<file path="src/rtl/vsb_pkg.sv">
package vsb_pkg;
   localparam int unsigned WORD_W   = 32;
   localparam int unsigned WSEL_W   = 8;
   localparam int unsigned STAT_OFF = 'h400;
   localparam int unsigned CTRL_OFF = 'hF00;
   localparam int unsigned RUN_BIT  = 31;
   localparam int unsigned HALT_BIT = 2;

   typedef enum logic [1:0] {
      RGN_NONE = 2'd0,
      RGN_MASK = 2'd1,
      RGN_STAT = 2'd2,
      RGN_CTRL = 2'd3
   } region_e;

   function automatic int unsigned word_count(input int unsigned mods);
      return (mods + WORD_W - 1) / WORD_W;
   endfunction

   function automatic int unsigned bits_in_word(input int unsigned mods,
                                                input int unsigned w);
      int unsigned rest;
      rest = mods - w * WORD_W;
      return (rest >= WORD_W) ? WORD_W : rest;
   endfunction

   function automatic logic [WORD_W-1:0] fill_mask(input int unsigned n);
      logic [WORD_W-1:0] m;
      m = '0;
      for (int unsigned i = 0; i < WORD_W; i++)
         if (i < n) m[i] = 1'b1;
      return m;
   endfunction
endpackage

</file>
<file path="src/rtl/vsb_decode.sv">
module vsb_decode
   import vsb_pkg::*;
#(
   parameter int unsigned ADDR_W    = 12,
   parameter int unsigned NUM_WORDS = 2
) (
   input  logic [ADDR_W-1:0] addr,
   output region_e           region,
   output logic [WSEL_W-1:0] word_sel
);
   localparam int unsigned HI_W = (ADDR_W > 12) ? ADDR_W - 12 : 1;

   logic           hi_zero;
   logic           aligned;
   logic [11:0]    low;
   logic           in_words;

   generate
      if (ADDR_W > 12) begin : g_hi
         assign hi_zero = (addr[ADDR_W-1:12] == HI_W'(0));
      end else begin : g_nohi
         assign hi_zero = 1'b1;
      end
   endgenerate

   assign low      = addr[11:0];
   assign aligned  = (low[1:0] == 2'b00);
   assign word_sel = low[9:2];
   assign in_words = (32'(word_sel) < NUM_WORDS);

   always_comb begin
      region = RGN_NONE;
      if (hi_zero && aligned) begin
         if (low == 12'(CTRL_OFF))
            region = RGN_CTRL;
         else if (low[11:10] == 2'b00 && in_words)
            region = RGN_MASK;
         else if (low[11:10] == 2'b01 && in_words)
            region = RGN_STAT;
      end
   end
endmodule

</file>
<file path="src/rtl/vsb_word.sv">
module vsb_word
   import vsb_pkg::*;
#(
   parameter int unsigned VALID_BITS = 32
) (
   input  logic              clk,
   input  logic              rst_n,
   input  logic [WORD_W-1:0] set_vec,
   input  logic              stat_we,
   input  logic              mask_we,
   input  logic [WORD_W-1:0] wdata,
   output logic [WORD_W-1:0] stat_q,
   output logic [WORD_W-1:0] mask_q,
   output logic              pend
);
   localparam logic [WORD_W-1:0] LIVE = fill_mask(VALID_BITS);

   logic [WORD_W-1:0] clr_vec;

   initial begin
      if (VALID_BITS < 1 || VALID_BITS > WORD_W)
         $error("vsb_word: VALID_BITS out of range");
   end

   assign clr_vec = stat_we ? wdata : '0;

   always_ff @(posedge clk or negedge rst_n) begin
      if (!rst_n) begin
         stat_q <= '0;
         mask_q <= LIVE;
      end else begin
         stat_q <= ((stat_q & ~clr_vec) | set_vec) & LIVE;
         if (mask_we)
            mask_q <= wdata & LIVE;
      end
   end

   assign pend = |(stat_q & ~mask_q);
endmodule

</file>
<file path="src/rtl/vsb_irq_tree.sv">
module vsb_irq_tree #(
   parameter int unsigned NUM_WORDS = 2
) (
   input  logic [NUM_WORDS-1:0] word_pend,
   input  logic                 run,
   output logic                 irq
);
   localparam int unsigned LVL = (NUM_WORDS <= 1) ? 1 : $clog2(NUM_WORDS);
   localparam int unsigned PAD = 1 << LVL;

   logic [PAD-1:0] lvl_vec [LVL+1];

   assign lvl_vec[0] = PAD'(word_pend);

   generate
      for (genvar l = 0; l < LVL; l++) begin : g_lvl
         for (genvar n = 0; n < (PAD >> (l + 1)); n++) begin : g_node
            assign lvl_vec[l+1][n] = lvl_vec[l][2*n] | lvl_vec[l][2*n+1];
         end
         assign lvl_vec[l+1][PAD-1:(PAD >> (l + 1))] = '0;
      end
   endgenerate

   assign irq = run & lvl_vec[LVL][0];
endmodule

</file>
<file path="src/rtl/viol_status_bank.sv">
module viol_status_bank
   import vsb_pkg::*;
#(
   parameter int unsigned NUM_MODS = 45,
   parameter int unsigned ADDR_W   = 12,
   parameter int unsigned IDX_W    = 16
) (
   input  logic              clk,
   input  logic              rst_n,
   input  logic              reg_wr,
   input  logic              reg_rd,
   input  logic [ADDR_W-1:0] reg_addr,
   input  logic [31:0]       reg_wdata,
   output logic [31:0]       reg_rdata,
   output logic              reg_rvalid,
   input  logic              viol_valid,
   input  logic [IDX_W-1:0]  viol_idx,
   output logic              irq
);
   localparam int unsigned NUM_WORDS = word_count(NUM_MODS);

   initial begin
      if (NUM_MODS < 1 || NUM_MODS > 256 * WORD_W)
         $error("viol_status_bank: NUM_MODS must be 1..8192");
      if (ADDR_W < 12)
         $error("viol_status_bank: ADDR_W must be at least 12");
      if ((64'd1 << IDX_W) < 64'(NUM_MODS))
         $error("viol_status_bank: IDX_W too narrow for NUM_MODS");
   end

   region_e             region;
   logic [WSEL_W-1:0]   word_sel;
   logic [WORD_W-1:0]   stat_w [NUM_WORDS];
   logic [WORD_W-1:0]   mask_w [NUM_WORDS];
   logic [NUM_WORDS-1:0] word_pend;
   logic [NUM_MODS-1:0] status_all;
   logic [NUM_MODS-1:0] mask_all;
   logic                run_q;
   logic                viol_hit;
   logic [IDX_W-1:0]    viol_word;
   logic [4:0]          viol_bit;
   logic [31:0]         rd_mux;

   vsb_decode #(
      .ADDR_W    (ADDR_W),
      .NUM_WORDS (NUM_WORDS)
   ) i_decode (
      .addr     (reg_addr),
      .region   (region),
      .word_sel (word_sel)
   );

   assign viol_hit  = viol_valid && (32'(viol_idx) < NUM_MODS);
   assign viol_word = viol_idx >> 5;
   assign viol_bit  = viol_idx[4:0];

   generate
      for (genvar w = 0; w < NUM_WORDS; w++) begin : g_word
         logic [WORD_W-1:0] set_vec;
         logic              stat_we;
         logic              mask_we;

         assign set_vec = (viol_hit && viol_word == IDX_W'(w))
                          ? (WORD_W'(1) << viol_bit) : '0;
         assign stat_we = reg_wr && region == RGN_STAT && word_sel == WSEL_W'(w);
         assign mask_we = reg_wr && region == RGN_MASK && word_sel == WSEL_W'(w);

         vsb_word #(
            .VALID_BITS (bits_in_word(NUM_MODS, w))
         ) i_word (
            .clk     (clk),
            .rst_n   (rst_n),
            .set_vec (set_vec),
            .stat_we (stat_we),
            .mask_we (mask_we),
            .wdata   (reg_wdata),
            .stat_q  (stat_w[w]),
            .mask_q  (mask_w[w]),
            .pend    (word_pend[w])
         );
      end

      for (genvar m = 0; m < NUM_MODS; m++) begin : g_flat
         assign status_all[m] = stat_w[m / WORD_W][m % WORD_W];
         assign mask_all[m]   = mask_w[m / WORD_W][m % WORD_W];
      end
   endgenerate

   // run control: stop has priority over start
   always_ff @(posedge clk or negedge rst_n) begin
      if (!rst_n)
         run_q <= 1'b0;
      else if (reg_wr && region == RGN_CTRL) begin
         if (reg_wdata[HALT_BIT])
            run_q <= 1'b0;
         else if (reg_wdata[RUN_BIT])
            run_q <= 1'b1;
      end
   end

   always_comb begin
      rd_mux = '0;
      case (region)
         RGN_CTRL: rd_mux[RUN_BIT] = run_q;
         RGN_MASK: begin
            for (int w = 0; w < NUM_WORDS; w++)
               if (word_sel == WSEL_W'(w)) rd_mux = mask_w[w];
         end
         RGN_STAT: begin
            for (int w = 0; w < NUM_WORDS; w++)
               if (word_sel == WSEL_W'(w)) rd_mux = stat_w[w];
         end
         default: rd_mux = '0;
      endcase
   end

   always_ff @(posedge clk or negedge rst_n) begin
      if (!rst_n) begin
         reg_rdata  <= '0;
         reg_rvalid <= 1'b0;
      end else begin
         reg_rvalid <= reg_rd;
         if (reg_rd)
            reg_rdata <= rd_mux;
      end
   end

   vsb_irq_tree #(
      .NUM_WORDS (NUM_WORDS)
   ) i_irq (
      .word_pend (word_pend),
      .run       (run_q),
      .irq       (irq)
   );
endmodule

</file>
<file path="config.mk">
export PLATFORM = sky130hd
export DESIGN_NAME = viol_status_bank
export DESIGN_NICKNAME = d
export VERILOG_FILES = /design/src/rtl/vsb_pkg.sv /design/src/rtl/vsb_decode.sv /design/src/rtl/vsb_word.sv /design/src/rtl/vsb_irq_tree.sv /design/src/rtl/viol_status_bank.sv
export SDC_FILE = /design/constraint.sdc
export NUM_CORES = 1
export LEC_CHECK = 0
export BUFFER_PORTS_ARGS = -buffer_cell sky130_fd_sc_hd__buf_2
export CAP_MARGIN = 20
export CORE_MARGIN = 2
export CORE_UTILIZATION = 54
export DETAILED_ROUTE_END_ITERATION = 6
export GPL_TIMING_DRIVEN = 0
export PLACE_DENSITY = 0.77
export SYNTH_ARGS = -nofsm -noshare
export SYNTH_HDL_FRONTEND = slang
export SYNTH_SLANG_ARGS = --single-unit
</file>
<file path="constraint.sdc">
create_clock -name clk -period 1.8 [get_ports clk]
set_input_delay 0 -clock clk [delete_from_list [all_inputs] [get_ports clk]]
set_output_delay 0 -clock clk [all_outputs]
set_load 0.05 [all_outputs]
</file>
* Word-level counts from Yosys, hierarchy flattened
Cells that the tools add are included. W data, S select, Z words.
Word-level totals: input port bits 65, word-level logic and storage cells 65, register bits 124
Cells by class: bitwise logic cells 12, equal/unequal tests 7, reductions and logical operators 20, shifts and indexed selects 1, mux-type cells 16, $lt $le $gt $ge 2
Operators by type and width (number):
- $mux W32 | 6
- $and A32 B32 Y32 | 2
- $not A32 Y32 | 2
- $reduce_or A32 Y1 | 2
- $pmux W31 S2 | 1
- $and A13 B32 Y32 | 1
- $not A13 Y32 | 1
- $or A32 B32 Y32 | 1
- $shl A1 B5 Y32 const A | 1
- $mux W13 | 2
- $logic_not A16 Y1 | 1
- $lt A16 B6 Y1 const B | 1
- $and A13 B13 Y13 | 1
- $not A13 Y13 | 1
- $or A13 B13 Y13 | 1
- $eq A12 B12 Y1 const B | 1
- $logic_and A1 B1 Y1 | 12
- $eq A11 B1 Y1 const B | 1
- $eq A8 B1 Y1 const B | 1
- $logic_not A8 Y1 | 1
- $lt A8 B2 Y1 const B | 1
- $mux W2 | 4
- $eq A2 B1 Y1 const B | 2
- $eq A2 B2 Y1 const B | 2
- 7 further kinds | 9

* Logic depth before layout (Yosys ltp)
Gate-level depths: netlist (run 1).
depth after elaboration 13, gate-level depth with buffers 10, mapped depth without buffers 9

* By module
A second synthesis (run 1) with hierarchy kept.
Second synthesis, totals: cells, all modules 656, area, all modules 7353.3 µm²
By module, submodules not included:
- viol_status_bank | cells an instance 288, seq. area each 850.8 µm², area an instance 2986.6 µm², times used 1
- vsb_word (g_word[0].i_word) | cells an instance 220, seq. area each 1641.6 µm², area an instance 2812.7 µm², times used 1
- vsb_word (g_word[1].i_word) | cells an instance 129, seq. area each 666.9 µm², area an instance 1405.1 µm², times used 1
- vsb_decode | cells an instance 18, seq. area each 0.0 µm², area an instance 141.4 µm², times used 1
- vsb_irq_tree | cells an instance 1, seq. area each 0.0 µm², area an instance 7.5 µm², times used 1

* Least setup slack after synthesis (run 1)
Ideal clock, no wire load.
kind input to register, from input port reg_addr[7], to register g_word[1].i_word.stat_q[2], data required time 1.679 ns, slack -0.505 ns, setup time 0.121 ns, stages on the path 10, data arrival time 2.184 ns, path buffers 2, cells stage by stage or4_1 nor4_1 o211ai_1 inv_1 ha_1 clkbuf_1 and2_1 clkbuf_1 nand3_1 a22o_1
Between the ends: longest elaborated chain between the ends 13, elaborated cells on any way between the ends 16
RTL lines:
- start: declaration | RTL line viol_status_bank.sv:12 | input logic [ADDR_W-1:0] reg_addr,
- $lt A8 B2 Y1 | RTL line vsb_decode.sv:29 | assign in_words = (32'(word_sel) < NUM_WORDS);
- $logic_and A1 B1 Y1 | RTL line vsb_decode.sv:38 | else if (low[11:10] == 2'b01 && in_words)
- $mux W2 | RTL line vsb_decode.sv:38
- $mux W2 | RTL line vsb_decode.sv:36 | else if (low[11:10] == 2'b00 && in_words)
- $mux W2 | RTL line vsb_decode.sv:34 | if (low == 12'(CTRL_OFF))
- $mux W2 | RTL line vsb_decode.sv:33 | if (hi_zero && aligned) begin
- $eq A2 B2 Y1 | RTL line viol_status_bank.sv:65 | assign stat_we = reg_wr && region == RGN_STAT && word_sel == WSEL_W'(w);
- $logic_and A1 B1 Y1 | RTL line viol_status_bank.sv:65
- $logic_and A1 B1 Y1 (*) | RTL line viol_status_bank.sv:65
- $mux W13 (*) | RTL line vsb_word.sv:25 | assign clr_vec = stat_we ? wdata : '0;
- $not A13 Y13 (*) | RTL line vsb_word.sv:32 | stat_q <= ((stat_q & ~clr_vec) | set_vec) & LIVE;
- $and A13 B13 Y13 (*) | RTL line vsb_word.sv:32
- $or A13 B13 Y13 (*) | RTL line vsb_word.sv:32
- end signal: assignment | RTL line vsb_word.sv:32
- end: declaration | RTL line vsb_word.sv:12 | output logic [WORD_W-1:0] stat_q,
Mark *: on every way between the ends. The rest lies on a longest branch, timed or not. A chain may end at the register's enable or synchronous reset.

* Worst setup path after layout (run 1)
from register g_word[0].i_word.mask_q[2], to output port irq
Between the ends: longest elaborated chain between the ends 5
RTL lines:
- start: declaration | RTL line vsb_word.sv:13 | output logic [WORD_W-1:0] mask_q,
- start signal: assignment | RTL line vsb_word.sv:34 | mask_q <= wdata & LIVE;
- $not A32 Y32 | RTL line vsb_word.sv:38 | assign pend = |(stat_q & ~mask_q);
- $and A32 B32 Y32 | RTL line vsb_word.sv:38
- $reduce_or A32 Y1 | RTL line vsb_word.sv:38
- $or A1 B1 Y1 | RTL line vsb_irq_tree.sv:18 | assign lvl_vec[l+1][n] = lvl_vec[l][2*n] | lvl_vec[l][2*n+1];
- $and A1 B1 Y1 | RTL line vsb_irq_tree.sv:24 | assign irq = run & lvl_vec[LVL][0];
- end: declaration | RTL line viol_status_bank.sv:18 | output logic irq
No other way between the ends.

==> run metrics, run 1 <==
fraction of registers with async set/reset 1.000; layout cells sized above 1 0.4086; first-pass GRT wire length 29040 µm; instance count of the mapped netlist 521; final worst path period share 1.310; GRT overflow 0; CTS buffer count 17; die area 11870 µm²; multi-input logic area about 2700 µm²; vias in the first global route 5334; Clock Latency Late Sink 0.53 ns; number of flops mapped to enable cells by yosys 0; antenna cells 0; Max VDD drop 0.001052 V; top cells by area, synth dfrtp_1, dfstp_2, mux2_2; Adder-Cell Fraction of Synth Area 0.008416; minimum clock period 2.357 ns; antenna violations before repair 0; Crit Reg-Reg Startpoint run_q$_DFFE_PN0P_; final non-filler cell total 840; CP Data Arrival Time about 2.4 ns; Cell Rows 38; IO buf count 95; Worst Path Required 1.80 ns; failing checks negative setup slack; largest net degree at the start of global routing roughly 110; synthesized area per cell 11.41 µm²; Pre-Repair DR Iteration Count 5; area added between synthesis and finish 35.81%; max cap viols 0; deepest clock path buffer count 2; DRC Markers 0; Reg2Reg Capture Point run_q$_DFFE_PN0P_; post-synthesis xor/xnor area fraction 0; Hold Path Depth 5; post-DR vias/cell 6.211; hold path endpoint reg_rdata[0]$_DFFE_PN0P_; critical path class flop to primary output; Post-DP HPWL 11960 µm; most frequent cells in the layout buf_2, dfrtp_1, nand2_1, dfstp_2, a22o_1; critical path capture point type primary output; RSZ-0062 raised after global routing yes; DR vias 5217; reg2reg path depth 3; Mapped Nets 590; Final setup viols 7; GPL Wtd Cong 0.8650; die boundary height between 100 and 150 µm; final worst setup slack -0.5573 ns; initial DRC count 500; Post-Route Skew 0.006015 ns; Synth area leader dfrtp_1; Power Density between 800 and 900 nW/µm²; Synth Cell Area 5947 µm²; Tightest Hold Check Type input port to flop; Seq/Total Area, Yosys 0.5312; clock root buffer clkbuf_8; die width 108.9 µm; status complete, but fails checks; worst slew pin tran 0.8830 ns; Ys Warns 0; Routed WL approximately 19000 µm; total negative slack -0.5983 ns; Crit Path Max Fanout 2; CTS tree done; remaining antenna violation count 0; simple-gate share of the synthesized area 0.1185; DP Area 6824 µm²; placed instance count 757; final net count between 700 and 800; post-synthesis mux area share 0.09341; Synth top area share 0.3324; core area around 11000 µm²; ys flop type dfrtp_1; leading cell type in the layout, fill and taps excluded buf_2; critical path launch point type flop; fin area around 8000 µm²; Sequential Area 3159 µm²; Synth cell types 45; Yosys reg bits 124; Relative slew margins 0.4059; largest family of logic cells by synthesized area compound AO/OA/AOI/OAI gates; depth of the CTS H-tree 4; Initial Util 0.5510; Worst-path clk slew approximately 0.060 ns; final hold violation count 0; hold_sp reg_addr[9]; Clock Sinks 124; Ports 99; DR WL/cell 22.39 µm; LEAKAGE around 0.0035 µW; Slew Viols, Final 0; Max Fclk 424.2 MHz; compound-gate portion of the synthesized area 0.1990; All-Layer GR Usage 0.3303; worst reg-to-reg setup slack 0.47 ns; Layout fillers roughly 730
[critical path: stages (launching register included)]
cell and delay [ns]:
dfstp_2 0.55, nor2b_1 0.07, a2111oi_4 0.39, nand4_1 0.15, o41a_1 0.49, buf_6 0.18
[area by class of cell]
class                           count  area share
Sequential cell                   124      0.3912
Tap cell                          140     0.02169
Multi-Input combinational cell    326      0.3374
Inverter                           42     0.01952
Timing Repair Buffer              148      0.1253
Buffer                             28     0.02959
Clock buffer                       21     0.05438
Clock inverter                     11     0.02091
[power by group]
part           total (µW)  switching (µW)  internal, µW
sequential           2800           0.928          2800
combinational         324             191           134
clock                3550            1270          2280
total                6670            1460          5210
[worst max path at each step]
| stage | start | endpoint | slack (ns) | depth (start not counted) |
|---|---|---|---|---|
| after floorplan | reg_addr[7] | g_word[0].i_word.stat_q[12]$_DFF_PN0_ | -0.15 | 10 |
| after global placement | rst_n | reg_rdata[16]$_DFFE_PN0P_ | -0.75 | 1 |
| after detailed placement | reg_addr[7] | g_word[0].i_word.stat_q[11]$_DFF_PN0_ | -0.63 | 11 |
| after CTS | g_word[1].i_word.mask_q[6]$_DFFE_PN1P_ | irq | -0.55 | 5 |
| after global routing | g_word[1].i_word.mask_q[3]$_DFFE_PN1P_ | irq | -0.57 | 5 |
| final | g_word[0].i_word.mask_q[2]$_DFFE_PN1P_ | irq | -0.56 | 5 |
[timing repair]
item	in CTS	in global routing
gates cloned	1	0
resized for setup	22	19
pin swaps	5	9
setup endpoints to repair	43	57
hold endpoints to repair	182	0
hold buffers	41	0
buffers inserted	7	3
[sequential cells by signal, summed over array words and instances (netlist names)]
register and count:
g_word.i_word.mask_q 45, reg_rvalid 1, run_q 1, g_word.i_word.stat_q 45, reg_rdata 32
[logic make-up (layout without fill, tap and decap cells)]
| family | Yosys count | count (layout) |
|---|---|---|
| AOI/OAI and AO/OA | 142 | 142 |
| and+or+nand+nor | 134 | 134 |
| DFF | 124 | 124 |
| buffers and inverters | 71 | 250 |
| muxes | 46 | 46 |
| adders and majority gates | 4 | 4 |
[per-layer routing]
layer | wire, µm | GRT usage
met2 | 9223 | 0.5319
met4 | 562 | 0.1456
met1 | 7409 | 0.4241
met5 | 0 | 0
met3 | 1610 | 0.08069
[synth_stat cells, types with 2 or more instances]
master and n:
a2111oi_0 7, a22o_1 42, a22oi_1 32, a31oi_1 2, and2_1 2, and4b_1 2
buf_2 6, clkbuf_1 21, dfrtp_1 79, dfstp_2 45, ha_1 4, inv_1 42
mux2_2 35, mux2_4 10, nand2_1 51, nand2b_1 4, nand3_1 14, nand4_1 4
nand4b_1 3, nor2_1 14, nor2b_1 21, nor3_1 3, nor4_1 3, o221ai_1 13
o22ai_1 7, o2bb2ai_1 34, or4_1 3
[through the flow]
step | hold WS (ns) | power, µW | setup WS (ns) | util
after floorplan | -0.2956 | 2899 | -0.1469 | -
after global placement | 0.1909 | 3071 | -0.7533 | 0.6291
after detailed placement | -0.1459 | 3088 | -0.6264 | 0.6323
after CTS | 0.01458 | 6656 | -0.5450 | 0.7401
after global routing | 0.02223 | 6832 | -0.5664 | 0.7483
final | 0.02094 | 6669 | -0.5573 | 0.7483
No activity file was read; power rests on OpenSTA's default activity.
==> run 2, diff against run 1 <==
--- a/config.mk
+++ b/config.mk
@@ -12,6 +12,7 @@
 export DETAILED_ROUTE_END_ITERATION = 6
 export GPL_TIMING_DRIVEN = 0
 export PLACE_DENSITY = 0.77
+export RECOVER_POWER = 100
 export SYNTH_ARGS = -nofsm -noshare
 export SYNTH_HDL_FRONTEND = slang
 export SYNTH_SLANG_ARGS = --single-unit
==> constraint.sdc (replaced) <==
create_clock -name clk -period 1.8 [get_ports clk]
set_input_delay 0.18 -clock clk [delete_from_list [all_inputs] [get_ports clk]]
set_output_delay 0.18 -clock clk [all_outputs]
set_load 0.05 [all_outputs]
==> run 2 against run 1 <==
Cell area up 17%. Critical endpoint unchanged. The flow finishes with violations (max-capacitance violations, max-slew violations, negative setup slack). Register-to-register slack better by 0.18 ns. Worst setup slack worse by 0.38 ns. Largest cell class is now multi-input gates. Critical path type unchanged. Die area unchanged. Sequential power about the same. Sequential share of layout area down 5.7 points. Routed wire length up 36%. Largest power group unchanged. Power down 0.88%.
==> run metrics, run 2 (synthesis gave the netlist of run 1 again) <==
final net count 796 (+5.3%); CTS buffer count 17 (unchanged); depth of the CTS H-tree 4 (unchanged); status complete, but fails checks; Post-Route Skew 0.01127 ns (+0.005256 ns); remaining antenna violation count 0 (unchanged); Initial Util 0.5510 (unchanged); clock root buffer clkbuf_8; Clock Latency Late Sink 0.56 ns (+0.03 ns); GPL Wtd Cong 0.8803 (+1.8%); Clock Power Share 0.522 (-0.010); DR WL/cell 29.16 µm (+30%); Layout Utilization 0.8749 (+0.1266); DR vias 6087 (+17%); Logic pwr share 0.055 (+0.006); die width 108.9 µm (unchanged); first-pass GRT wire length 34390 µm (+18%); deepest clock path buffer count 2 (unchanged); Worst Path Required 1.62 ns (-0.18 ns); die area 11870 µm² (unchanged); fin area 9443 µm² (+17%); switching share of power 0.2273 (+0.008846); Top Registers g_word.i_word.mask_q (45), g_word.i_word.stat_q (45), reg_rdata (32); IO buf count 95 (unchanged); Pre-Repair DR Iteration Count 5 (unchanged); minimum clock period 2.739 ns (+0.3814 ns); Pwr Total 6610 µW (-0.88%); final worst setup slack -0.9387 ns (-0.3814 ns); antenna cells 0 (unchanged); GRT overflow 0 (unchanged); most frequent cells in the layout dfrtp_1, buf_2, clkbuf_1, dfstp_2, a22o_1; Max VDD drop 0.0008028 V (-24%); antenna violations before repair 0 (unchanged); vias in the first global route 6093 (+14%); LEAKAGE 0.004009 µW (+14%); critical path class flop to primary output; leading cell type in the layout, fill and taps excluded dfrtp_1; RSZ-0062 raised after global routing yes; Final setup viols 124 (+117); Worst Path Buf+Inv 1 (unchanged); Slowest-stage cell, CP dfstp_2; Ports 99 (unchanged); max cap viols 1 (+1); critical path launch point type flop; CP Data Arrival Time 2.56 ns (+0.20 ns); final worst path period share 1.522 (+0.2119); Psw 1503 µW (+3.1%); Routed WL 25660 µm (+36%); Worst-path clk slew 0.06 ns (about the same); Place WS -0.7893 ns (-0.1629 ns); cells along the critical path nor2b_2 -> a2111oi_4 -> nand4_1 -> o41a_4 -> buf_8; total negative slack -66.56 ns (-65.96 ns); Relative slew margins -0.09637 (-0.5022); Int Pwr 5107 µW (-2.0%); critical path capture point type primary output; All-Layer GR Usage 0.3993 (+0.06908); initial DRC count 564 (+13%); Max Fclk 365.1 MHz (-14%); Post-DP HPWL 12050 µm (+0.82%); Power Density 700.0 nW/µm² (-15%); CP max stage delay 0.55 ns (about the same); Flop pwr share 0.423 (+0.004); layout cells sized above 1 0.5365 (+0.1279); Cell Rows 38 (unchanged); area added between synthesis and finish 58.78%; final hold violation count 0 (unchanged); CP top delay family compound AO/OA/AOI/OAI gates; DP Area 7058 µm² (+3.4%); failing checks max-capacitance violations, max-slew violations, negative setup slack; Tightest Hold Check Type input port to flop; Slew Viols, Final 64 (+64); Clock Sinks 124 (unchanged); core area 10790 µm² (unchanged); Crit Path Max Fanout 2 (unchanged); largest net degree at the start of global routing 65 (-39%); die boundary height 108.9 µm (unchanged); post-DR vias/cell 6.917 (+11%); worst slew pin tran 1.645 ns (+0.7615 ns); DRC Markers 0 (unchanged); CTS tree done
run 2: cell count changes in the layout (fill, tap and decap cells not counted), sizes merged:
cell         before  now
clkbuf           38   81
dlygate4sd3      41   37
buf             118  123
clkinvlp          4    1
bufinv            4    3
run 2: worst reg2reg max path, cell delays in order (launching register included):
cell	delay, ns
dfstp_2	0.56
a22o_1	0.17
a22oi_2	0.06
o31ai_1	0.24
run 2: cell type report:
class	instances	area (µm²)
buffer	25	405.4
clock buffer	25	464.2
clock inverter	7	112.6
fill	455	1350
inverter	42	162.7
multi-input combinational	326	3395
sequential	124	3159
tap	140	175.2
timing repair buffer	191	1569
run 2: stage by stage:
| step | cells | hold WS (ns) |
|---|---|---|
| 2_1_floorplan | 521 | -0.1156 |
| 3_3_place_gp | 756 | 0.3654 |
| 3_5_place_dp | 757 | 0.2021 |
| 4_1_cts | 871 | 0.1832 |
| 5_1_grt | 880 | 0.2306 |
| 6_report | 880 | 0.2406 |
run 2: worst paths after layout:
check                                                        startpoint                                 endpoint  slack (ns)  cells after the start
worst max-delay path            g_word[0].i_word.mask_q[12]$_DFFE_PN1P_                                      irq       -0.94                      5
worst min-delay path                                        reg_addr[6]                reg_rdata[31]$_DFFE_PN0P_        0.24                      5
worst max register to register  g_word[0].i_word.mask_q[31]$_DFFE_PN1P_                reg_rdata[31]$_DFFE_PN0P_        0.65                      3
worst min register to register                reg_rdata[23]$_DFFE_PN0P_                reg_rdata[23]$_DFFE_PN0P_        0.49                      1
max in group asynchronous                                         rst_n  g_word[0].i_word.mask_q[24]$_DFFE_PN1P_        0.14                      3
min in group asynchronous                                         rst_n                 reg_rdata[2]$_DFFE_PN0P_        0.59                      2
run 2: power by group through the flow:
stage | sequential, µW | clock (µW) | combinational, µW
4_1_cts | 2800 | 3390 | 326
3_5_place_dp | 2840 | 0 | 247
3_3_place_gp | 2840 | 0 | 232
2_1_floorplan | 2850 | 0 | 55.2
5_1_grt | 2800 | 3580 | 384
6_report | 2800 | 3450 | 363
run 2: repair_timing:
item,in CTS,in global routing
endpoints found under the hold margin,132,0
endpoints found under the setup margin,89,123
hold buffers,37,0
gates resized for setup,114,93
pin swaps,50,43
buffers inserted,36,13
gates cloned,10,3
run 2: per-layer routing:
layer	track usage	routed length [µm]	vias up
li1	-	-	2369
met3	0.1178	2683	209
met4	0.2628	2243	0
met2	0.6287	11940	509
met5	0	0	-
met1	0.4750	8796	3000
